File: src/rtl/tsq_pkg.sv
package tsq_pkg;

  // Bus events produced by the datapath, one system clock wide.
  typedef struct packed {
    logic sclRise;
    logic sclFall;
    logic startDet;
    logic stopDet;
    logic sdaLvl;
  } busEvt_t;

  // Strobes from control to datapath.
  typedef struct packed {
    logic convCntClr;
    logic convCntInc;
  } dpStrobe_t;

  typedef enum logic [2:0] {
    SQ_IDLE,
    SQ_ADDR,
    SQ_TRK_INT,
    SQ_HLD_INT,
    SQ_TRK_EXT,
    SQ_HLD_EXT
  } seqState_t;

endpackage

File: src/rtl/tsq_bus_datapath.sv
module tsq_bus_datapath
  import tsq_pkg::*;
#(
  parameter int SYNC_STAGES = 2,
  parameter int CONV_CYCLES = 12,
  parameter int BIT_CNT_W   = 4,
  parameter int CONV_CNT_W  = 4
) (
  input  logic                  clk,
  input  logic                  rstN,
  input  logic                  sclIn,
  input  logic                  sdaIn,
  input  dpStrobe_t             strobe,
  output busEvt_t               evt,
  output logic [BIT_CNT_W-1:0]  bitCnt,
  output logic                  lastConvBit
);

  localparam logic [BIT_CNT_W-1:0]  BIT_CNT_MAX = '1;
  localparam logic [CONV_CNT_W-1:0] CONV_LAST   = CONV_CNT_W'(CONV_CYCLES - 1);

  logic [SYNC_STAGES-1:0] sclSync;
  logic [SYNC_STAGES-1:0] sdaSync;
  logic                   sclPrev;
  logic                   sdaPrev;
  logic                   sclNow;
  logic                   sdaNow;
  logic [CONV_CNT_W-1:0]  convCnt;

  // Both lines idle high, so the synchronizers reset to 1.
  always_ff @(posedge clk or negedge rstN) begin
    if (!rstN) begin
      sclSync <= '1;
      sdaSync <= '1;
      sclPrev <= 1'b1;
      sdaPrev <= 1'b1;
    end else begin
      sclSync <= {sclSync[SYNC_STAGES-2:0], sclIn};
      sdaSync <= {sdaSync[SYNC_STAGES-2:0], sdaIn};
      sclPrev <= sclNow;
      sdaPrev <= sdaNow;
    end
  end

  assign sclNow = sclSync[SYNC_STAGES-1];
  assign sdaNow = sdaSync[SYNC_STAGES-1];

  always_comb begin
    evt.sclRise  = sclNow & ~sclPrev;
    evt.sclFall  = ~sclNow & sclPrev;
    evt.startDet = sclNow & sclPrev & sdaPrev & ~sdaNow;
    evt.stopDet  = sclNow & sclPrev & ~sdaPrev & sdaNow;
    evt.sdaLvl   = sdaNow;
  end

  // Rising edges since the last START, saturating.
  always_ff @(posedge clk or negedge rstN) begin
    if (!rstN) begin
      bitCnt <= '0;
    end else if (evt.startDet) begin
      bitCnt <= '0;
    end else if (evt.sclRise && bitCnt != BIT_CNT_MAX) begin
      bitCnt <= bitCnt + 1'b1;
    end
  end

  // Conversion bit counter for bus-paced conversion.
  always_ff @(posedge clk or negedge rstN) begin
    if (!rstN) begin
      convCnt <= '0;
    end else if (strobe.convCntClr) begin
      convCnt <= '0;
    end else if (strobe.convCntInc) begin
      convCnt <= convCnt + 1'b1;
    end
  end

  assign lastConvBit = (convCnt == CONV_LAST);

endmodule

File: src/rtl/tsq_control.sv
module tsq_control
  import tsq_pkg::*;
#(
  parameter int ADDR_BITS = 8,
  parameter int BIT_CNT_W = 4
) (
  input  logic                  clk,
  input  logic                  rstN,
  input  busEvt_t               evt,
  input  logic [BIT_CNT_W-1:0]  bitCnt,
  input  logic                  lastConvBit,
  input  logic                  addrMatch,
  input  logic                  modeExt,
  input  logic                  convDone,
  output dpStrobe_t             strobe,
  output logic                  trackEn,
  output logic                  holdEn,
  output logic                  convStart,
  output logic                  stretchEn,
  output logic                  bitStrobe
);

  // Count values seen before the edge is added.
  localparam logic [BIT_CNT_W-1:0] RW_EDGE   = BIT_CNT_W'(ADDR_BITS - 1);
  localparam logic [BIT_CNT_W-1:0] ACK_PULSE = BIT_CNT_W'(ADDR_BITS + 1);
  localparam logic [BIT_CNT_W-1:0] EXT_HOLD  = BIT_CNT_W'(ADDR_BITS + 2);

  seqState_t state;
  seqState_t stateNxt;
  logic      goStart;
  logic      goStrobe;

  always_comb begin
    stateNxt = state;
    strobe   = '0;
    goStart  = 1'b0;
    goStrobe = 1'b0;
    if (evt.startDet) begin
      stateNxt = SQ_ADDR;
    end else if (evt.stopDet) begin
      stateNxt = SQ_IDLE;
    end else begin
      unique case (state)
        SQ_ADDR: begin
          if (evt.sclRise && bitCnt == RW_EDGE) begin
            if (addrMatch && evt.sdaLvl) begin
              stateNxt = modeExt ? SQ_TRK_EXT : SQ_TRK_INT;
            end else begin
              stateNxt = SQ_IDLE;
            end
          end
        end
        SQ_TRK_INT: begin
          if (evt.sclFall && bitCnt == ACK_PULSE) begin
            stateNxt = SQ_HLD_INT;
            goStart  = 1'b1;
          end
        end
        SQ_HLD_INT: begin
          if (convDone) stateNxt = SQ_IDLE;
        end
        SQ_TRK_EXT: begin
          if (evt.sclRise && bitCnt == EXT_HOLD) begin
            stateNxt          = SQ_HLD_EXT;
            goStart           = 1'b1;
            strobe.convCntClr = 1'b1;
          end
        end
        SQ_HLD_EXT: begin
          if (evt.sclRise) begin
            goStrobe          = 1'b1;
            strobe.convCntInc = 1'b1;
            if (lastConvBit) stateNxt = SQ_IDLE;
          end
        end
        default: stateNxt = state;
      endcase
    end
  end

  always_ff @(posedge clk or negedge rstN) begin
    if (!rstN) begin
      state     <= SQ_IDLE;
      convStart <= 1'b0;
      bitStrobe <= 1'b0;
    end else begin
      state     <= stateNxt;
      convStart <= goStart;
      bitStrobe <= goStrobe;
    end
  end

  assign trackEn   = (state == SQ_TRK_INT) || (state == SQ_TRK_EXT);
  assign holdEn    = (state == SQ_HLD_INT) || (state == SQ_HLD_EXT);
  assign stretchEn = (state == SQ_HLD_INT);

endmodule

File: src/rtl/tsq_sequencer.sv
module tsq_sequencer
  import tsq_pkg::*;
#(
  parameter int SYNC_STAGES = 2,
  parameter int ADDR_BITS   = 8,
  parameter int CONV_CYCLES = 12
) (
  input  logic clk,
  input  logic rstN,
  input  logic sclIn,
  input  logic sdaIn,
  input  logic addrMatch,
  input  logic modeExt,
  input  logic convDone,
  output logic trackEn,
  output logic holdEn,
  output logic convStart,
  output logic stretchEn,
  output logic bitStrobe
);

  localparam int BIT_CNT_W  = $clog2(ADDR_BITS + 4);
  localparam int CONV_CNT_W = $clog2(CONV_CYCLES + 1);

  busEvt_t              evt;
  dpStrobe_t            strobe;
  logic [BIT_CNT_W-1:0] bitCnt;
  logic                 lastConvBit;

  tsq_bus_datapath #(
    .SYNC_STAGES (SYNC_STAGES),
    .CONV_CYCLES (CONV_CYCLES),
    .BIT_CNT_W   (BIT_CNT_W),
    .CONV_CNT_W  (CONV_CNT_W)
  ) datapath_i (
    .clk         (clk),
    .rstN        (rstN),
    .sclIn       (sclIn),
    .sdaIn       (sdaIn),
    .strobe      (strobe),
    .evt         (evt),
    .bitCnt      (bitCnt),
    .lastConvBit (lastConvBit)
  );

  tsq_control #(
    .ADDR_BITS (ADDR_BITS),
    .BIT_CNT_W (BIT_CNT_W)
  ) control_i (
    .clk         (clk),
    .rstN        (rstN),
    .evt         (evt),
    .bitCnt      (bitCnt),
    .lastConvBit (lastConvBit),
    .addrMatch   (addrMatch),
    .modeExt     (modeExt),
    .convDone    (convDone),
    .strobe      (strobe),
    .trackEn     (trackEn),
    .holdEn      (holdEn),
    .convStart   (convStart),
    .stretchEn   (stretchEn),
    .bitStrobe   (bitStrobe)
  );

endmodule

File: config.mk
export PLATFORM = sky130hd
export DESIGN_NAME = tsq_sequencer
export DESIGN_NICKNAME = d
export VERILOG_FILES = /design/src/rtl/tsq_pkg.sv /design/src/rtl/tsq_bus_datapath.sv /design/src/rtl/tsq_control.sv /design/src/rtl/tsq_sequencer.sv
export SDC_FILE = /design/constraint.sdc
export NUM_CORES = 1
export LEC_CHECK = 0
export BUFFER_PORTS_ARGS = -buffer_cell sky130_fd_sc_hd__buf_2
export CAP_MARGIN = 25
export CORE_MARGIN = 5
export CORE_UTILIZATION = 60
export DETAILED_ROUTE_END_ITERATION = 16
export HOLD_SLACK_MARGIN = 0.1
export PLACE_DENSITY_LB_ADDON = 0.2
export SETUP_SLACK_MARGIN = 0.1
export SYNTH_ARGS = -nofsm -noshare
export SYNTH_HDL_FRONTEND = slang
export SYNTH_HIERARCHICAL = 1
export SYNTH_SLANG_ARGS = --single-unit
File: constraint.sdc
create_clock -name clk -period 2.95 [get_ports clk]
set_input_delay 0.1475 -clock clk [delete_from_list [all_inputs] [get_ports clk]]
set_output_delay 0.1475 -clock clk [all_outputs]
set_load 0.01 [all_outputs]
==> results of run 1 <==
[logic make-up after synthesis]
kind of cell | count (synthesis) | synth area share
XOR/XNOR | 3 | 0.0242
multiplexers | 3 | 0.0288
AO/OA/AOI/OAI | 21 | 0.144
buffers and inverters | 9 | 0.0392
flip-flops | 19 | 0.445
adder cells (fa/ha/maj) | 3 | 0.0346
AND/OR/NAND/NOR | 45 | 0.284
[critical path: cells and delay by family (launching register included)]
family                 cells  cell delay [ns]
buffers and inverters      1             0.13
flip-flops                 1             0.61
AND/OR/NAND/NOR            4             0.78
AO/OA/AOI/OAI              2             0.26
[cell usage in the layout, fill, tap and decap left out, types with 2 or more instances in the layout]
cell	count
and3b_1	2
ha_1	3
nand2b_4	2
xor2_1	2
dlygate4sd3_1	3
nor4_1	2
nor3_2	2
and2_1	2
a31oi_1	2
buf_2	11
o31ai_1	2
nand4_1	2
and2b_2	2
nand4b_1	3
clkbuf_4	3
a21oi_1	3
nand2_1	7
mux2i_1	2
o21ai_0	2
a21boi_0	2
nor3_1	3
dfstp_2	6
dfrtp_1	13
inv_1	6
nor2_1	6
[per-stage QoR]
stage | utilization | hold WS, ns | area, um^2
after detailed placement | 0.671 | 0.114 | 1160
after CTS | 0.704 | 0.313 | 1220
final | 0.704 | 0.305 | 1220
after global routing | 0.704 | 0.333 | 1220
after global placement | 0.671 | 0.104 | 1160
after floorplan | - | -0.148 | 1080
[metal layers]
layer	track usage	wire length (um)
met1	0.215	927
met2	0.283	1010
met3	0.0570	101
met4	0.0851	49
met5	0	0
[report_power, final]
group | leakage [nW] | internal, mW | switching [mW]
logic | 0.307 | 0.187 | 0.175
registers | 0.236 | 0.315 | 0.0909
clock network | 0.0177 | 0.0505 | 0.0797
[area by class of cell]
cell class,instances,area [um^2],area share
Clock buffer,3,22.5,0.0185
Clock inverter,1,5.00,0.00412
Inverter,6,22.5,0.0185
Multi-Input combinational cell,75,559,0.460
Sequential cell,19,483,0.397
Tap cell,25,31.3,0.0257
Timing Repair Buffer,15,92.6,0.0761
[state kept, by name (all words and copies together), names as in the netlist]
register	cells
datapath_i/sdaPrev	1
control_i/state	3
control_i/convStart	1
datapath_i/convCnt	4
datapath_i/sdaSync	2
control_i/bitStrobe	1
datapath_i/sclSync	2
datapath_i/bitCnt	4
datapath_i/sclPrev	1
[path summary, 6_finish.rpt]
kind | slack, ns | end | depth (start not counted)
max reg2reg | 1.05 | control_i/state[1] | 7
max | 1.05 | control_i/state[1] | 7
min in group clk | 0.36 | datapath_i/sclSync[1] | 0
min | 0.31 | datapath_i/bitCnt[2] | 2
min reg2reg | 0.36 | datapath_i/sclSync[1] | 0
max in group asynchronous | 2.30 | datapath_i/sdaSync[1] | 2
[what timing repair did]
item	4_1_cts	5_1_grt
gates resized for setup	0	0
hold endpoints to repair	20	0
hold buffers	3	0
==> reports/qor.csv, run 1 <==
stage,metric,value,unit
drt,DR vias,857,
final_layout,Layout Area Growth over Synthesis,12.1,%
critical_path,RR Startpoint,datapath_i/sclSync[1],
job,MaxCap Viol Count,0,
cts,TritonCTS buffer count,3,
global_routing,gr usage total,0.178,
critical_path,Worst Path Max Fanout,7,
critical_path,startpoint types,register,
worst_hold_path,Hold/Removal Path Class,in2async,
pwr,worst vdd ir,0.540,mV
timing,Worst slew margin,0.669,
drt,initial DRC count,13,
cts,clk root buf,clkbuf_4,
drt,Residual DRC,0,
timing,Final TNS setup,0,ns
outcome,status,completed,
logic_synthesis,net count after synthesis,113,
final_layout,antenna diode count,0,
global_routing,pin count of the biggest net entering global routing,20,
global_routing,vias in the first global route,828,
logic_synthesis,post-synthesis cell count,103,
logic_synthesis,"FFs w/ async S/R, synth",1.00,
logic_synthesis,main area contributors after synthesis,"dfrtp_1 (30%), dfstp_2 (15%), ha_1 (3.5%), nand2b_4 (2.5%), nand2_1 (2.4%)",
drt,Vias/cell,5.95,
logic_synthesis,syn avg cell area,10.5,um^2
critical_path,slowest library cell on the worst path,dfstp_2,
logic_synthesis,cell with the most instances after synthesis,dfrtp_1,
timing,final hold viol count,0,
critical_path,worst stage delay on the critical path,0.61,ns
final_layout,"Cell Count, Final, Fillers Out",144,
final_layout,fillcell total,134,
timing,minimum clock period,1.90,ns
timing,RSZ-0062 raised after global routing,no,
logic_synthesis,Yosys reg bits,19,
timing,worst setup slack after layout,1.05,ns
critical_path,Crit Path Category,reg2reg,
placement,Port Buffers,11,
pwr,Tot Pwr,899,uW
timing,Tcrit/Tclk final,0.644,
placement,setup slack at placement,1.08,ns
logic_synthesis,Main synth FF type,dfrtp_1,
final_layout,share of cells above drive strength 1,0.303,
critical_path,CP Cell Sequence,"nand2b_4, inv_1, nand4b_1, nor3_2, o22ai_2, or3_1, o211a_1",
critical_path,Crit. End Element,register,
drt,first-pass iteration count of the detailed router,4,
die,Core Area,1730,um^2
cts,worst-case clock buffer depth,2,
logic_synthesis,"Seq/Total Area, Yosys",0.445,
global_routing,initial antenna violation count,0,
critical_path,CP required,3.14,ns
die,I/O pins,12,
cts,H-tree level count,1,
die,initial core utilization,0.628,
placement,post-detail-place hpwl,1540,um
logic_synthesis,post-synth top area share,0.300,
cts,CTS tree,built,
pwr,PwrDens,739,nW/um^2
die,die area,2760,um^2
logic_synthesis,"EDFF count, synth",0,
drt,drt total wl,2090,um
pwr,P_leak,0.561,nW
cts,Post-CTS Setup Repair Bufs,0,
die,die width,52.5,um
cts,Clock transition at path regs,0.11,ns
timing,max frequency,526,MHz
drt,ANT nets after route,0,
die,Std-Cell Rows,15,
placement,placed insts,137,
global_routing,global route overflow,0,
cts,clock sinks,19,
logic_synthesis,synth cell count leaders,"dfrtp_1 (13), nand2_1 (7), dfstp_2 (6), inv_1 (6), nor2_1 (6)",
timing,skew final,0.00962,ns
timing,final number of max-transition violations,0,
drt,per-cell routed wire length,14.5,um
timing,Final setup viols,0,
final_layout,final-stage net count,130,
timing,Worst-Margin Slew,0.495,ns
critical_path,"Arr. time, crit path",2.09,ns
critical_path,CP Launch Point,datapath_i/sclSync[1],
cts,"Clk Latency, worst-skew pair",0.30,ns
global_routing,first-pass GRT wire length,3530,um
placement,GPL Wtd Cong,0.873,
logic_synthesis,Netlist cell types,48,
logic_synthesis,Synthesis Warnings,6,
logic_synthesis,post-synthesis cell area,1080,um^2
die,die height,52.5,um
logic_synthesis,Yosys top cell by area,dfrtp_1,
(Power assumes the default switching activity.)
==> run 2: changes to the inputs <==
- ABC_AREA: default -> 1
- CORE_UTILIZATION: 60 -> 58
- clock period: 2.95 -> 1.9 ns (I/O delays scaled with it)
==> run 2 against run 1 <==
Net effect:
- non-clock buffer count is 2 higher
- area after synthesis is 18% higher
- final cell count is 56% higher
- total power is 70% higher
- synthesized cell count is 74% higher
- setup slack worse by 0.81 ns
- clock skew is 0.0084 ns lower
- first-iteration DRC count is 150% higher
- cell area is 18% higher
- sequential share of layout area is 6.0 points lower
- sequential cell count stayed put
- utilization is 3.6 points lower
==> reports/qor.csv, run 2 <==
stage,metric,value,unit,change
drt,Vias/cell,5.12,,-14%
global_routing,vias in the first global route,1090,,+32%
logic_synthesis,post-synthesis cell area,1280,um^2,+18%
pwr,sw power,701,uW,+100%
pwr,Pint,824,uW,+49%
final_layout,fillcell total,196,,+46%
pwr,Clk pwr share,0.127,,-0.018
die,die height,57.0,um,+8.5%
global_routing,first-pass GRT wire length,4570,um,+29%
job,MaxCap Viol Count,0,,unchanged
outcome,status,completed,,
pwr,PwrDens,1060,nW/um^2,+44%
placement,placed insts,217,,+58%
global_routing,global route overflow,0,,unchanged
die,Core Area,2150,um^2,+24%
timing,minimum clock period,1.66,ns,-0.238 ns
pwr,P_leak,0.789,nW,+41%
final_layout,share of cells above drive strength 1,0.316,,+0.0138
critical_path,FF-to-FF End,datapath_i/convCnt[3],,
critical_path,Crit Path Category,reg2reg,,
timing,Final TNS setup,0,ns,unchanged
pwr,power share of the combinational group,0.463,,+0.059
critical_path,startpoint types,register,,
final_layout,final-stage net count,207,,+59%
final_layout,largest registers,"datapath_i/bitCnt (4), datapath_i/convCnt (4), control_i/state (3)",,
global_routing,gr usage total,0.174,,-0.00341
die,initial core utilization,0.596,,-0.0325
logic_synthesis,post-synthesis cell count,179,,+74%
logic_synthesis,Synthesis Warnings,6,,unchanged
drt,first-pass iteration count of the detailed router,4,,unchanged
drt,drt total wl,2650,um,+27%
logic_synthesis,"FFs w/ async S/R, synth",1.00,,unchanged
critical_path,Reg2Reg Setup Slack,0.24,ns,-0.81 ns
drt,Residual DRC,0,,unchanged
critical_path,RR Startpoint,datapath_i/sdaSync[1],,
placement,post-detail-place hpwl,2010,um,+30%
die,Std-Cell Rows,17,,+2
global_routing,pin count of the biggest net entering global routing,20,,unchanged
placement,GPL Wtd Cong,0.956,,+9.5%
logic_synthesis,syn avg cell area,7.15,um^2,-32%
cts,TritonCTS buffer count,3,,unchanged
timing,final hold viol count,0,,unchanged
logic_synthesis,Yosys top cell by area,dfrtp_1,,
logic_synthesis,net count after synthesis,189,,+67%
timing,RSZ-0062 raised after global routing,no,,
die,die width,57.0,um,+8.5%
cts,"Clk Latency, worst-skew pair",0.28,ns,-0.02 ns
critical_path,CP required,2.08,ns,-1.06 ns
final_layout,most frequent cells in the layout,"nand2_1 (43), inv_1 (21), nand3_1 (21), nor2_1 (16), dfrtp_1 (12)",,
timing,max frequency,602,MHz,+14%
critical_path,Crit. End Element,register,,
pwr,Seq pwr share,0.410,,-0.041
pwr,worst vdd ir,0.571,mV,+5.9%
drt,initial DRC count,32,,+19
final_layout,Layout Area Growth over Synthesis,12.1,%,about the same
logic_synthesis,synth cell count leaders,"nand2_1 (43), inv_1 (23), nand3_1 (22)",,
timing,Worst-Margin Slew,0.408,ns,-0.0868 ns
pwr,switching share of power,0.460,,+0.0747
final_layout,"Cell Count, Final, Fillers Out",224,,+56%
cts,CTS tree,built,,
critical_path,Worst Reg-to-Reg Cells,11,,+4
drt,DR vias,1146,,+34%
timing,Worst slew margin,0.728,,+0.0586
critical_path,"Arr. time, crit path",1.84,ns,-0.25 ns
worst_hold_path,Hold/Removal Path Class,in2async,,
logic_synthesis,Yosys reg bits,19,,unchanged
logic_synthesis,post-synth top area share,0.254,,-0.0457
final_layout,"commonest non-fill, non-tap cell in the layout",nand2_1,,
cts,clk root buf,clkbuf_4,,
logic_synthesis,main area contributors after synthesis,"dfrtp_1 (25%), nand2_1 (13%), dfstp_2 (12%), nand3_1 (8.6%), inv_1 (6.7%)",,
cts,Clock transition at path regs,0.10,ns,about the same
cts,H-tree level count,1,,unchanged
timing,Tcrit/Tclk final,0.875,,+0.231
timing,skew final,0.00120,ns,-0.00842 ns
timing,final number of max-transition violations,0,,unchanged
critical_path,Worst Path Max Fanout,5,,-2
logic_synthesis,Main synth FF type,dfrtp_1,,
timing,Final setup viols,0,,unchanged
cts,clock sinks,19,,unchanged
logic_synthesis,"Seq/Total Area, Yosys",0.377,,-0.0679
final_layout,antenna diode count,0,,unchanged
die,die area,3250,um^2,+18%
logic_synthesis,cell with the most instances after synthesis,nand2_1,,
final_layout,Final Util,0.668,,-0.0363
drt,ANT nets after route,0,,unchanged
drt,per-cell routed wire length,11.8,um,-19%
logic_synthesis,"EDFF count, synth",0,,unchanged
cts,worst-case clock buffer depth,2,,unchanged
die,I/O pins,12,,unchanged
placement,Port Buffers,11,,unchanged
logic_synthesis,Netlist cell types,25,,-48%
global_routing,initial antenna violation count,0,,unchanged
[run 2: cell types whose count changed in the layout (fill, tap and decap cells not counted), sizes merged, moves of 3 or more]
cell / delta
and3b: -3
inv: +25
nand2: +43
nand2b: -4
nand3: +25
nand4: +4
nand4b: -3
nor2: +21
[run 2: timing repair]
action / CTS / global route
hold buffers: 3 / 0
gates resized for setup: 1 / 7
endpoints found under the hold margin: 21 / 0
pin swaps: 0 / 2
endpoints found under the setup margin: 1 / 5
buffers inserted: 0 / 0
[run 2: kinds of logic (layout without fill, tap and decap cells)]
group,after synthesis,after routing,share of synthesized area
compound gates,6,6,0.0244
fa+ha+maj,3,3,0.0293
buf+inv,37,54,0.129
flops,19,19,0.377
mux,1,1,0.00782
simple gates,113,113,0.432
[run 2: power by group through the flow]
stage               logic [mW]  clock network, mW  registers, mW
finish                   0.706              0.194          0.625
global route             0.798              0.228          0.644
CTS                      0.682              0.204          0.623
detailed placement       0.673                  0          0.630
global placement         0.651                  0          0.623
floorplan                0.622                  0          0.556
[run 2: worst max-delay path by stage]
stage / slack [ns] / startpoint / cells after the start / end
6_report: 0.24 / datapath_i/sdaSync[1] / 11 / datapath_i/convCnt[3]
5_1_grt: 0.10 / datapath_i/sdaSync[1] / 11 / datapath_i/convCnt[3]
4_1_cts: 0.15 / datapath_i/sdaSync[1] / 11 / datapath_i/convCnt[3]
3_5_place_dp: 0.12 / datapath_i/sdaSync[1] / 11 / datapath_i/convCnt[3]
3_3_place_gp: 0.21 / datapath_i/sdaSync[1] / 11 / datapath_i/convCnt[3]
2_1_floorplan: 0.11 / datapath_i/sdaSync[1] / 12 / datapath_i/convCnt[3]
[run 2: cell type report]
type | instances | area (um^2) | share of cell area
Timing Repair Buffer | 17 | 108 | 0.0750
Clock buffer | 4 | 26.3 | 0.0183
Inverter | 33 | 128 | 0.0889
Sequential cell | 19 | 484 | 0.337
Tap cell | 28 | 35.0 | 0.0244
Multi-Input combinational cell | 123 | 654 | 0.456
[run 2: worst max-delay path: stages (launching register included)]
cell	delay, ns
dfstp_2	0.57
nor2_1	0.06
nand2_2	0.10
inv_2	0.07
nor2_4	0.11
inv_2	0.07
nor3_2	0.18
nor2_2	0.07
nor2_2	0.13
nand3_1	0.09
nand2_1	0.07
nor2_1	0.04
[run 2: metal layers]
| layer | global-route usage | wire (um) | part of all wire |
|---|---|---|---|
| met4 | 0.0464 | 35 | 0.013 |
| met1 | 0.222 | 1210 | 0.46 |
| met3 | 0.0362 | 98 | 0.037 |
| met5 | 0 | 0 | 0 |
| met2 | 0.300 | 1300 | 0.49 |
[run 2: stage by stage]
step	cell area [um^2]	total power, mW	worst slack [ns]	hold slack [ns]
CTS	1420	1.51	0.152	0.270
detailed placement	1360	1.30	0.119	0.0452
finish	1440	1.52	0.238	0.277
global route	1440	1.67	0.102	0.302
global placement	1360	1.27	0.210	0.0482
floorplan	1280	1.18	0.112	-0.201
